### src/rtl/fetch_ctl_pkg.sv
`timescale 1ns/1ps
package fetch_ctl_pkg;

   typedef enum logic [1:0] {
      RK_SEQ = 2'd0,
      RK_PBR = 2'd1,
      RK_MP  = 2'd2,
      RK_EXC = 2'd3
   } fc_rank_e;

   localparam int FC_FLAG_W = 3;

   // flags: bit0 PBR, bit1 mispredict, bit2 exception; zero = none held
   function automatic fc_rank_e rank_of(input logic [FC_FLAG_W-1:0] f);
      if (f[2]) return RK_EXC;
      if (f[1]) return RK_MP;
      if (f[0]) return RK_PBR;
      return RK_SEQ;
   endfunction

   function automatic logic [FC_FLAG_W-1:0] flags_of(input fc_rank_e r);
      case (r)
         RK_EXC:  return 3'b100;
         RK_MP:   return 3'b010;
         RK_PBR:  return 3'b001;
         default: return 3'b000;
      endcase
   endfunction

endpackage

### src/rtl/fc_arbiter.sv
`timescale 1ns/1ps
module fc_arbiter
   import fetch_ctl_pkg::*;
#(
   parameter int ADDR_W = 32,
   parameter int OFS_W  = 3
) (
   input  logic              cache_ready,
   input  fc_rank_e          held_rank,
   input  logic [ADDR_W-1:0] held_addr,
   input  logic [OFS_W-1:0]  held_ofs,
   input  logic              exc_req,
   input  logic [ADDR_W-1:0] exc_addr,
   input  logic              mp_valid,
   input  logic              mp_pred_taken,
   input  logic [ADDR_W-1:0] mp_addr,
   input  logic [ADDR_W-1:0] rec_addr,
   input  logic [OFS_W-1:0]  rec_ofs,
   input  logic              pbr_req,
   input  logic [ADDR_W-1:0] pbr_addr,
   input  logic              seq_room,
   input  logic [ADDR_W-1:0] seq_addr,
   output logic              issue,
   output logic [ADDR_W-1:0] iss_addr,
   output logic [OFS_W-1:0]  iss_ofs,
   output fc_rank_e          nxt_rank,
   output logic [ADDR_W-1:0] nxt_addr,
   output logic [OFS_W-1:0]  nxt_ofs
);

   fc_rank_e          in_rank, win_rank;
   logic [ADDR_W-1:0] in_addr, win_addr;
   logic [OFS_W-1:0]  in_ofs, win_ofs;

   // strongest request arriving this cycle
   always_comb begin
      in_rank = RK_SEQ;
      in_addr = '0;
      in_ofs  = '0;
      if (exc_req) begin
         in_rank = RK_EXC;
         in_addr = exc_addr;
      end else if (mp_valid) begin
         in_rank = RK_MP;
         if (mp_pred_taken) begin
            in_addr = rec_addr;
            in_ofs  = rec_ofs;
         end else begin
            in_addr = mp_addr;
         end
      end else if (pbr_req) begin
         in_rank = RK_PBR;
         in_addr = pbr_addr;
      end
   end

   // newest wins on equal rank, held wins only when strictly stronger
   always_comb begin
      if (in_rank != RK_SEQ && in_rank >= held_rank) begin
         win_rank = in_rank;
         win_addr = in_addr;
         win_ofs  = in_ofs;
      end else begin
         win_rank = held_rank;
         win_addr = held_addr;
         win_ofs  = held_ofs;
      end
   end

   always_comb begin
      issue    = 1'b0;
      iss_addr = seq_addr;
      iss_ofs  = '0;
      nxt_rank = win_rank;
      nxt_addr = win_addr;
      nxt_ofs  = win_ofs;
      if (win_rank != RK_SEQ) begin
         if (cache_ready) begin
            issue    = 1'b1;
            iss_addr = win_addr;
            iss_ofs  = win_ofs;
            nxt_rank = RK_SEQ;
         end
      end else if (cache_ready && seq_room) begin
         issue = 1'b1;
      end
   end

endmodule

### src/rtl/fc_otable.sv
`timescale 1ns/1ps
module fc_otable #(
   parameter int ADDR_W = 32,
   parameter int LAT    = 2,
   localparam int CNT_W = $clog2(LAT + 1)
) (
   input  logic                       clk,
   input  logic                       rst_n,
   input  logic                       issue,
   input  logic [ADDR_W-1:0]          iss_addr,
   input  logic                       flush,
   input  logic [LAT-1:0]             inv_mask,
   input  logic [LAT-1:0]             onpath_set,
   output logic [LAT-1:0]             busy,
   output logic [LAT-1:0]             valid,
   output logic [LAT-1:0]             onpath,
   output logic [LAT-1:0][ADDR_W-1:0] addr,
   output logic                       ret_keep,
   output logic [ADDR_W-1:0]          ret_addr,
   output logic [CNT_W-1:0]           live_cnt
);

   logic [LAT-1:0]             busy_q, valid_q, onpath_q;
   logic [LAT-1:0][ADDR_W-1:0] addr_q;

   always_ff @(posedge clk) begin
      if (!rst_n) begin
         busy_q   <= '0;
         valid_q  <= '0;
         onpath_q <= '0;
         addr_q   <= '0;
      end else begin
         busy_q[0]   <= issue;
         valid_q[0]  <= issue;
         onpath_q[0] <= 1'b0;
         if (issue) addr_q[0] <= iss_addr;
         for (int i = 1; i < LAT; i++) begin
            busy_q[i]   <= busy_q[i-1];
            valid_q[i]  <= valid_q[i-1] & ~(flush | inv_mask[i-1]);
            onpath_q[i] <= onpath_q[i-1] | onpath_set[i-1];
            addr_q[i]   <= addr_q[i-1];
         end
      end
   end

   always_comb begin
      live_cnt = '0;
      for (int i = 0; i < LAT; i++)
         live_cnt = live_cnt + CNT_W'(busy_q[i] & valid_q[i]);
   end

   assign busy     = busy_q;
   assign valid    = valid_q;
   assign onpath   = onpath_q;
   assign addr     = addr_q;
   assign ret_keep = busy_q[LAT-1] & valid_q[LAT-1] & ~flush & ~inv_mask[LAT-1];
   assign ret_addr = addr_q[LAT-1];

endmodule

### src/rtl/fc_seqq.sv
`timescale 1ns/1ps
module fc_seqq #(
   parameter int ADDR_W = 32,
   parameter int OFS_W  = 3,
   parameter int DEPTH  = 4,
   localparam int PTR_W = (DEPTH > 1) ? $clog2(DEPTH) : 1,
   localparam int CNT_W = $clog2(DEPTH + 1)
) (
   input  logic              clk,
   input  logic              rst_n,
   input  logic              clear,
   input  logic              push,
   input  logic [ADDR_W-1:0] push_addr,
   input  logic [OFS_W-1:0]  push_ofs,
   input  logic              pop,
   output logic [ADDR_W-1:0] head_addr,
   output logic [OFS_W-1:0]  head_ofs,
   output logic              empty,
   output logic              full
);

   logic [ADDR_W-1:0] ent_addr [DEPTH];
   logic [OFS_W-1:0]  ent_ofs  [DEPTH];
   logic [PTR_W-1:0]  rd_ptr, wr_ptr;
   logic [CNT_W-1:0]  count;
   logic              do_push, do_pop;

   function automatic logic [PTR_W-1:0] bump(input logic [PTR_W-1:0] p);
      return (p == PTR_W'(DEPTH - 1)) ? '0 : p + 1'b1;
   endfunction

   assign empty   = (count == '0);
   assign full    = (count == CNT_W'(DEPTH));
   assign do_pop  = pop & ~empty;
   assign do_push = push & (~full | do_pop);

   always_ff @(posedge clk) begin
      if (!rst_n || clear) begin
         rd_ptr <= '0;
         wr_ptr <= '0;
         count  <= '0;
      end else begin
         if (do_pop)  rd_ptr <= bump(rd_ptr);
         if (do_push) wr_ptr <= bump(wr_ptr);
         count <= count + CNT_W'(do_push) - CNT_W'(do_pop);
      end
   end

   always_ff @(posedge clk) begin
      if (rst_n && !clear && do_push) begin
         ent_addr[wr_ptr] <= push_addr;
         ent_ofs[wr_ptr]  <= push_ofs;
      end
   end

   assign head_addr = ent_addr[rd_ptr];
   assign head_ofs  = ent_ofs[rd_ptr];

endmodule

### src/rtl/fetch_ctl.sv
`timescale 1ns/1ps
module fetch_ctl
   import fetch_ctl_pkg::*;
#(
   parameter int              ADDR_W    = 32,
   parameter int              LINE_LG2  = 5,
   parameter int              OFS_W     = 3,
   parameter int              LAT       = 2,
   parameter int              NBUF      = 6,
   parameter int              SQ_DEPTH  = 4,
   parameter logic [ADDR_W-1:0] RESET_VEC = 'h100,
   localparam int             FREE_W    = $clog2(NBUF + 1)
) (
   input  logic                  clk,
   input  logic                  rst_n,
   input  logic                  cache_ready,
   input  logic [FREE_W-1:0]     buf_free,
   input  logic                  pbr_req,
   input  logic [ADDR_W-1:0]     pbr_tgt,
   input  logic                  mp_valid,
   input  logic                  mp_pred_taken,
   input  logic [ADDR_W-1:0]     mp_tgt,
   input  logic                  exc_req,
   input  logic [ADDR_W-1:0]     exc_vec,
   input  logic [LAT-1:0]        inv_mask,
   input  logic [LAT-1:0]        onpath_set,
   input  logic                  pbd_valid,
   input  logic [ADDR_W-1:0]     pbd_addr,
   input  logic [OFS_W-1:0]      pbd_ofs,
   input  logic                  pb_retire,
   output logic                  req_valid,
   output logic [ADDR_W-1:0]     req_addr,
   output logic [OFS_W-1:0]      req_ofs,
   output logic                  rsp_keep,
   output logic [ADDR_W-1:0]     rsp_addr,
   output logic [LAT-1:0]        ot_busy,
   output logic [LAT-1:0]        ot_valid,
   output logic [LAT-1:0]        ot_onpath,
   output logic [LAT*ADDR_W-1:0] ot_addr
);

   localparam int                CNT_W     = $clog2(LAT + 1);
   localparam logic [ADDR_W-1:0] LINE_STEP = ADDR_W'(1) << LINE_LG2;

   generate
      if (LAT < 1) begin : g_bad_lat
         $error("fetch_ctl: LAT must be at least 1");
      end
      if (SQ_DEPTH < 2) begin : g_bad_depth
         $error("fetch_ctl: SQ_DEPTH must be at least 2");
      end
      if (LINE_LG2 < 1 || LINE_LG2 >= ADDR_W) begin : g_bad_line
         $error("fetch_ctl: LINE_LG2 out of range");
      end
   endgenerate

   function automatic logic [ADDR_W-1:0] to_line(input logic [ADDR_W-1:0] a);
      return {a[ADDR_W-1:LINE_LG2], {LINE_LG2{1'b0}}};
   endfunction

   logic [FC_FLAG_W-1:0] held_flags;
   logic [ADDR_W-1:0]    held_addr, seq_ptr;
   logic [OFS_W-1:0]     held_ofs;

   logic                 flush, issue, seq_room, sq_empty, sq_full;
   logic [ADDR_W-1:0]    iss_addr, nxt_addr, sq_addr;
   logic [OFS_W-1:0]     iss_ofs, nxt_ofs, sq_ofs;
   fc_rank_e             nxt_rank;
   logic [CNT_W-1:0]     live_cnt;
   logic [LAT-1:0][ADDR_W-1:0] slot_addr;

   assign flush    = mp_valid | exc_req;
   assign seq_room = (int'(buf_free) > int'(live_cnt));

   fc_arbiter #(.ADDR_W(ADDR_W), .OFS_W(OFS_W)) u_arb (
      .cache_ready   (cache_ready),
      .held_rank     (rank_of(held_flags)),
      .held_addr     (held_addr),
      .held_ofs      (held_ofs),
      .exc_req       (exc_req),
      .exc_addr      (to_line(exc_vec)),
      .mp_valid      (mp_valid),
      .mp_pred_taken (mp_pred_taken),
      .mp_addr       (to_line(mp_tgt)),
      .rec_addr      (sq_addr),
      .rec_ofs       (sq_ofs),
      .pbr_req       (pbr_req),
      .pbr_addr      (to_line(pbr_tgt)),
      .seq_room      (seq_room),
      .seq_addr      (seq_ptr),
      .issue         (issue),
      .iss_addr      (iss_addr),
      .iss_ofs       (iss_ofs),
      .nxt_rank      (nxt_rank),
      .nxt_addr      (nxt_addr),
      .nxt_ofs       (nxt_ofs)
   );

   fc_otable #(.ADDR_W(ADDR_W), .LAT(LAT)) u_tab (
      .clk        (clk),
      .rst_n      (rst_n),
      .issue      (issue),
      .iss_addr   (iss_addr),
      .flush      (flush),
      .inv_mask   (inv_mask),
      .onpath_set (onpath_set),
      .busy       (ot_busy),
      .valid      (ot_valid),
      .onpath     (ot_onpath),
      .addr       (slot_addr),
      .ret_keep   (rsp_keep),
      .ret_addr   (rsp_addr),
      .live_cnt   (live_cnt)
   );

   fc_seqq #(.ADDR_W(ADDR_W), .OFS_W(OFS_W), .DEPTH(SQ_DEPTH)) u_sq (
      .clk       (clk),
      .rst_n     (rst_n),
      .clear     (flush),
      .push      (pbd_valid & ~flush),
      .push_addr (to_line(pbd_addr)),
      .push_ofs  (pbd_ofs),
      .pop       (pb_retire & ~flush),
      .head_addr (sq_addr),
      .head_ofs  (sq_ofs),
      .empty     (sq_empty),
      .full      (sq_full)
   );

   // next-fetch register and sequential pointer
   always_ff @(posedge clk) begin
      if (!rst_n) begin
         held_flags <= flags_of(RK_EXC);
         held_addr  <= to_line(RESET_VEC);
         held_ofs   <= '0;
         seq_ptr    <= to_line(RESET_VEC);
      end else begin
         held_flags <= flags_of(nxt_rank);
         held_addr  <= nxt_addr;
         held_ofs   <= nxt_ofs;
         if (issue) seq_ptr <= iss_addr + LINE_STEP;
      end
   end

   generate
      for (genvar g = 0; g < LAT; g++) begin : g_tag
         assign ot_addr[g*ADDR_W +: ADDR_W] = slot_addr[g];
      end
   endgenerate

   assign req_valid = issue;
   assign req_addr  = iss_addr;
   assign req_ofs   = iss_ofs;

endmodule

### config.mk
export PLATFORM = sky130hd
export DESIGN_NAME = fetch_ctl
export DESIGN_NICKNAME = d
export VERILOG_FILES = /design/src/rtl/fetch_ctl_pkg.sv /design/src/rtl/fc_arbiter.sv /design/src/rtl/fc_otable.sv /design/src/rtl/fc_seqq.sv /design/src/rtl/fetch_ctl.sv
export SDC_FILE = /design/constraint.sdc
export NUM_CORES = 1
export LEC_CHECK = 0
export BUFFER_PORTS_ARGS = -buffer_cell sky130_fd_sc_hd__clkbuf_2
export CAP_MARGIN = 10
export CORE_ASPECT_RATIO = 0.9
export CORE_MARGIN = 2
export CORE_UTILIZATION = 54
export CTS_CLUSTER_SIZE = 10
export DETAILED_ROUTE_END_ITERATION = 8
export PLACE_DENSITY = 0.78
export SLEW_MARGIN = 20
export SYNTH_ARGS = -nofsm -noshare
export SYNTH_HDL_FRONTEND = slang
export SYNTH_SLANG_ARGS = --single-unit
### constraint.sdc
create_clock -name clk -period 5 [get_ports clk]
set_input_delay 0.25 -clock clk [delete_from_list [all_inputs] [get_ports clk]]
set_output_delay 0.25 -clock clk [all_outputs]
set_load 0.02 [all_outputs]
==> impl_metrics.py <==
metrics = {
    "floorplan": {
        "floorplan.core_area_mm2": 0.02144,
        "initial_utilization_pct": 54.47,
        "die_area_mm2": 0.02282,
        "core.rowCount": 51,
        "floorplan.die.width_um": 159.0,
        "io_pins": 286,
        "die_h_um": 143.5,
    },
    "flow_run": {
        "maxCapViolCount": 0,
    },
    "timing": {
        "max-slew-margin-rel_pct": 44.07,
        "finalClockSkew_ps": 21.02,
        "worst_slack_ps": 812.4,
        "hold_violations": 0,
        "timing.final.crit_share_pct": 83.75,
        "unrepaired_setup_endpoints_after_global_routing": "false",
        "report.final.setup_viol": 0,
        "worstMarginPinSlew_ps": 828.5,
        "fmax_ghz": 0.2388,
        "fin_hold_ws_ps": 81.24,
        "tns_ps": 0,
        "post-route-min-period_ps": 4188,
        "final-max-slew-violation-count": 0,
    },
    "clocking": {
        "clk_pin_slew_ps": 60,
        "tritoncts_num_sinks": 262,
        "htreeDepth": 1,
        "cts_tree": "yes",
        "cts_setup_buffers": 0,
        "postCtsResizedCells": 0,
        "cts_hold_repair.buffers": 33,
        "cts-buffers-inserted": 30,
        "ctsRootBufferMaster": "clkbuf_16",
        "max_buffers_root_to_sink": 3,
        "clkLatencyLatePin_ps": 550,
    },
    "pwr": {
        "leakagePower_nw": 5.694,
        "vdd_drop_max_v": 0.0003087,
        "power.density_mw_per_mm2": 368.7,
    },
    "placement": {
        "place_inst": 1521,
        "place.gp.congestion": 0.8633,
        "place.detailed.hpwl_mm": 21.23,
        "portBuffers": 263,
        "placement.setup.worst_slack_ps": 752.8,
    },
    "route": {
        "first_iter_violations": 736,
        "wire_per_inst_um": 18.73,
        "vias": 9033,
        "drt_drc_violations_left": 0,
        "wl_mm": 30.02,
        "route.antenna.remaining_nets": 0,
        "routed_via_density": 5.635,
        "drt_first_pass_iters": 5,
    },
    "global_route": {
        "groute.usage.overall_pct": 25.93,
        "grt_remaining_overflow": 0,
        "grt_antenna_before_repair": 0,
        "grt_start_max_net_pins": 65,
        "first_global_vias": 8518,
        "grt_pass1_wl_mm": 46.54,
    },
    "worst_hold_path": {
        "min_from": "exc_req",
        "hold_depth": 3,
        "kind_of_path_behind_the_tightest_hold_check": "input pin to flip-flop",
        "hold-path-endpoint": "u_sq.count[0]",
    },
    "setup_path": {
        "crit_fanout": 34,
        "crit_path_start_kind": "flip-flop",
        "setup.worst_path.class": "flip-flop to flip-flop",
        "worstPathArrival_ps": 4610,
        "reg2reg_from": "held_flags[2]",
        "worst-endpoint-required_ps": 5420,
        "critical_path.reg2reg.endpoint": "seq_ptr[19]",
        "ff2ff_setup_slack_ps": 810,
        "rr_worst_depth": 14,
        "end_kind": "flip-flop",
    },
    "logic_synthesis": {
        "synth.yosys.seq_area_share_pct": 55.20,
        "gate_count_after_technology_mapping": 1043,
        "synth_warnings": 0,
        "mappedNetlistArea_mm2": 0.01168,
        "postSynth.asyncResetShare_pct": 0,
        "postSynth.topFlopCell": "dfxtp_1",
        "ys_ff_latch": 262,
        "synth_cell_type_count": 86,
        "yosysTopAreaCell": "edfxtp_1",
        "post_synthesis_net_count": 1203,
        "synth_enable_flop_cells": 120,
        "yosysMostFrequentCell": "dfxtp_1",
        "netlist_top_cells_area": "edfxtp_1 31%, dfxtp_1 24%, mux4_2 3.5%",
        "post-synth-top-area-fraction_pct": 30.85,
        "top_cells_by_instance_count_after_synthesis": "142 x dfxtp_1, 120 x edfxtp_1, 86 x nor2_1",
        "syn_area_per_cell_um2": 11.20,
    },
    "layout": {
        "post-route-util_pct": 65.82,
        "layout.nets": 1455,
        "post_layout_nonfiller_instances": 1603,
        "multi_input_comb_area_mm2": 0.004493,
        "antenna_cells_inserted": 0,
        "drive_gt1_share_pct": 28.58,
        "area_delta_synth_final_pct": 20.84,
        "fillerInstances": 1664,
        "register_area_mm2": 0.006447,
    },
    "outcome": {
        "outcome": "completed",
    },
}
-- registers in the layout (all words and copies together), names as in the netlist, 3 cells and up, named ones only --
name	flops
u_tab.addr	27
held_ofs	3
u_tab.ret_addr	32
held_addr	32
held_flags	3
u_sq.ent_ofs	12
u_sq.count	3
seq_ptr	32
u_sq.ent_addr	108
-- worst max-delay path: stages (launching register included) --
cell and delay [ps]:
dfxtp_1 320, nor2_1 210, ha_1 340, nor2_1 160, or2_4 350, nor2_8 440, mux2i_1 190, o21ai_0 200
buf_4 160, ha_1 250, nand2b_1 100, o31a_1 340, nor3_1 710, a211o_1 230, nand3_1 70
-- per-stage QoR --
step / power (mW) / area, um^2
after floorplan: 3.012 / 11680
after global placement: 3.282 / 12940
after detailed placement: 3.300 / 12940
after CTS: 5.225 / 14110
after global routing: 5.409 / 14110
final: 5.203 / 14110
-- routing by layer --
layer  routed length, um  track usage, %
met5                   0               0
met4                 648           6.411
met3                2413           4.964
met2               13960           43.32
met1               13000           35.26
-- area by class of cell --
cell class                 count  area share (%)
clock buffer                  48           5.869
clock inverter                 1          0.1153
inverter                      31          0.8245
multi-input combinational    649           31.84
sequential                   262           45.69
tap                          291           2.580
timing repair buffer         321           13.09
-- worst max path at each step --
stage	slack, ps	cells past startpoint	end	startpoint
3_3_place_gp	870	16	seq_ptr[23]	mp_valid
6_report	810	14	seq_ptr[19]	held_flags[2]
2_1_floorplan	590	19	seq_ptr[19]	mp_valid
3_5_place_dp	750	16	seq_ptr[21]	mp_valid
5_1_grt	560	14	seq_ptr[21]	held_flags[2]
4_1_cts	860	14	seq_ptr[21]	held_flags[2]
-- power breakdown --
group	switching [mW]	total (mW)	internal [mW]
combinational	0.571	0.881	0.310
sequential	0.0573	2.40	2.35
clock	0.800	1.92	1.12
total	1.43	5.20	3.77
-- cell families (layout without fill, tap and decap cells) --
group / Yosys count / after routing / share of synthesized area, %
AND/OR/NAND/NOR: 360 / 360 / 16.18
flip-flops: 262 / 262 / 55.20
AO/OA/AOI/OAI: 201 / 201 / 12.60
buffers and inverters: 132 / 401 / 6.353
multiplexers: 61 / 61 / 7.210
adder cells (fa/ha/maj): 13 / 13 / 1.457
XOR/XNOR: 13 / 13 / 0.9749
other: 1 / 1 / 0.03211
-- cell usage in the layout, fill, tap and decap left out, types with 6 or more instances in the layout --
cell type / netlist / final
a211oi_1: 18 / 18
a21oi_1: 46 / 46
a221o_1: 10 / 10
a222oi_1: 6 / 6
a31oi_1: 7 / 7
and2_1: 55 / 55
and3_1: 17 / 17
buf_4: 44 / 24
clkbuf_1: 29 / 17
clkbuf_16: 0 / 30
clkbuf_2: 0 / 263
dfxtp_1: 142 / 141
dlygate4sd3_1: 0 / 33
edfxtp_1: 120 / 120
ha_1: 12 / 12
inv_1: 29 / 29
mux2i_1: 38 / 38
mux4_2: 18 / 18
nand2_1: 83 / 83
nand2b_1: 6 / 6
nand3_1: 34 / 34
nand4_1: 11 / 11
nor2_1: 86 / 85
nor3_1: 19 / 19
nor3b_1: 6 / 6
o21ai_0: 26 / 26
o22a_1: 6 / 6
o22ai_1: 14 / 14
o31ai_1: 7 / 7
xnor2_1: 8 / 8
No activity file was read; power rests on OpenSTA's default activity.
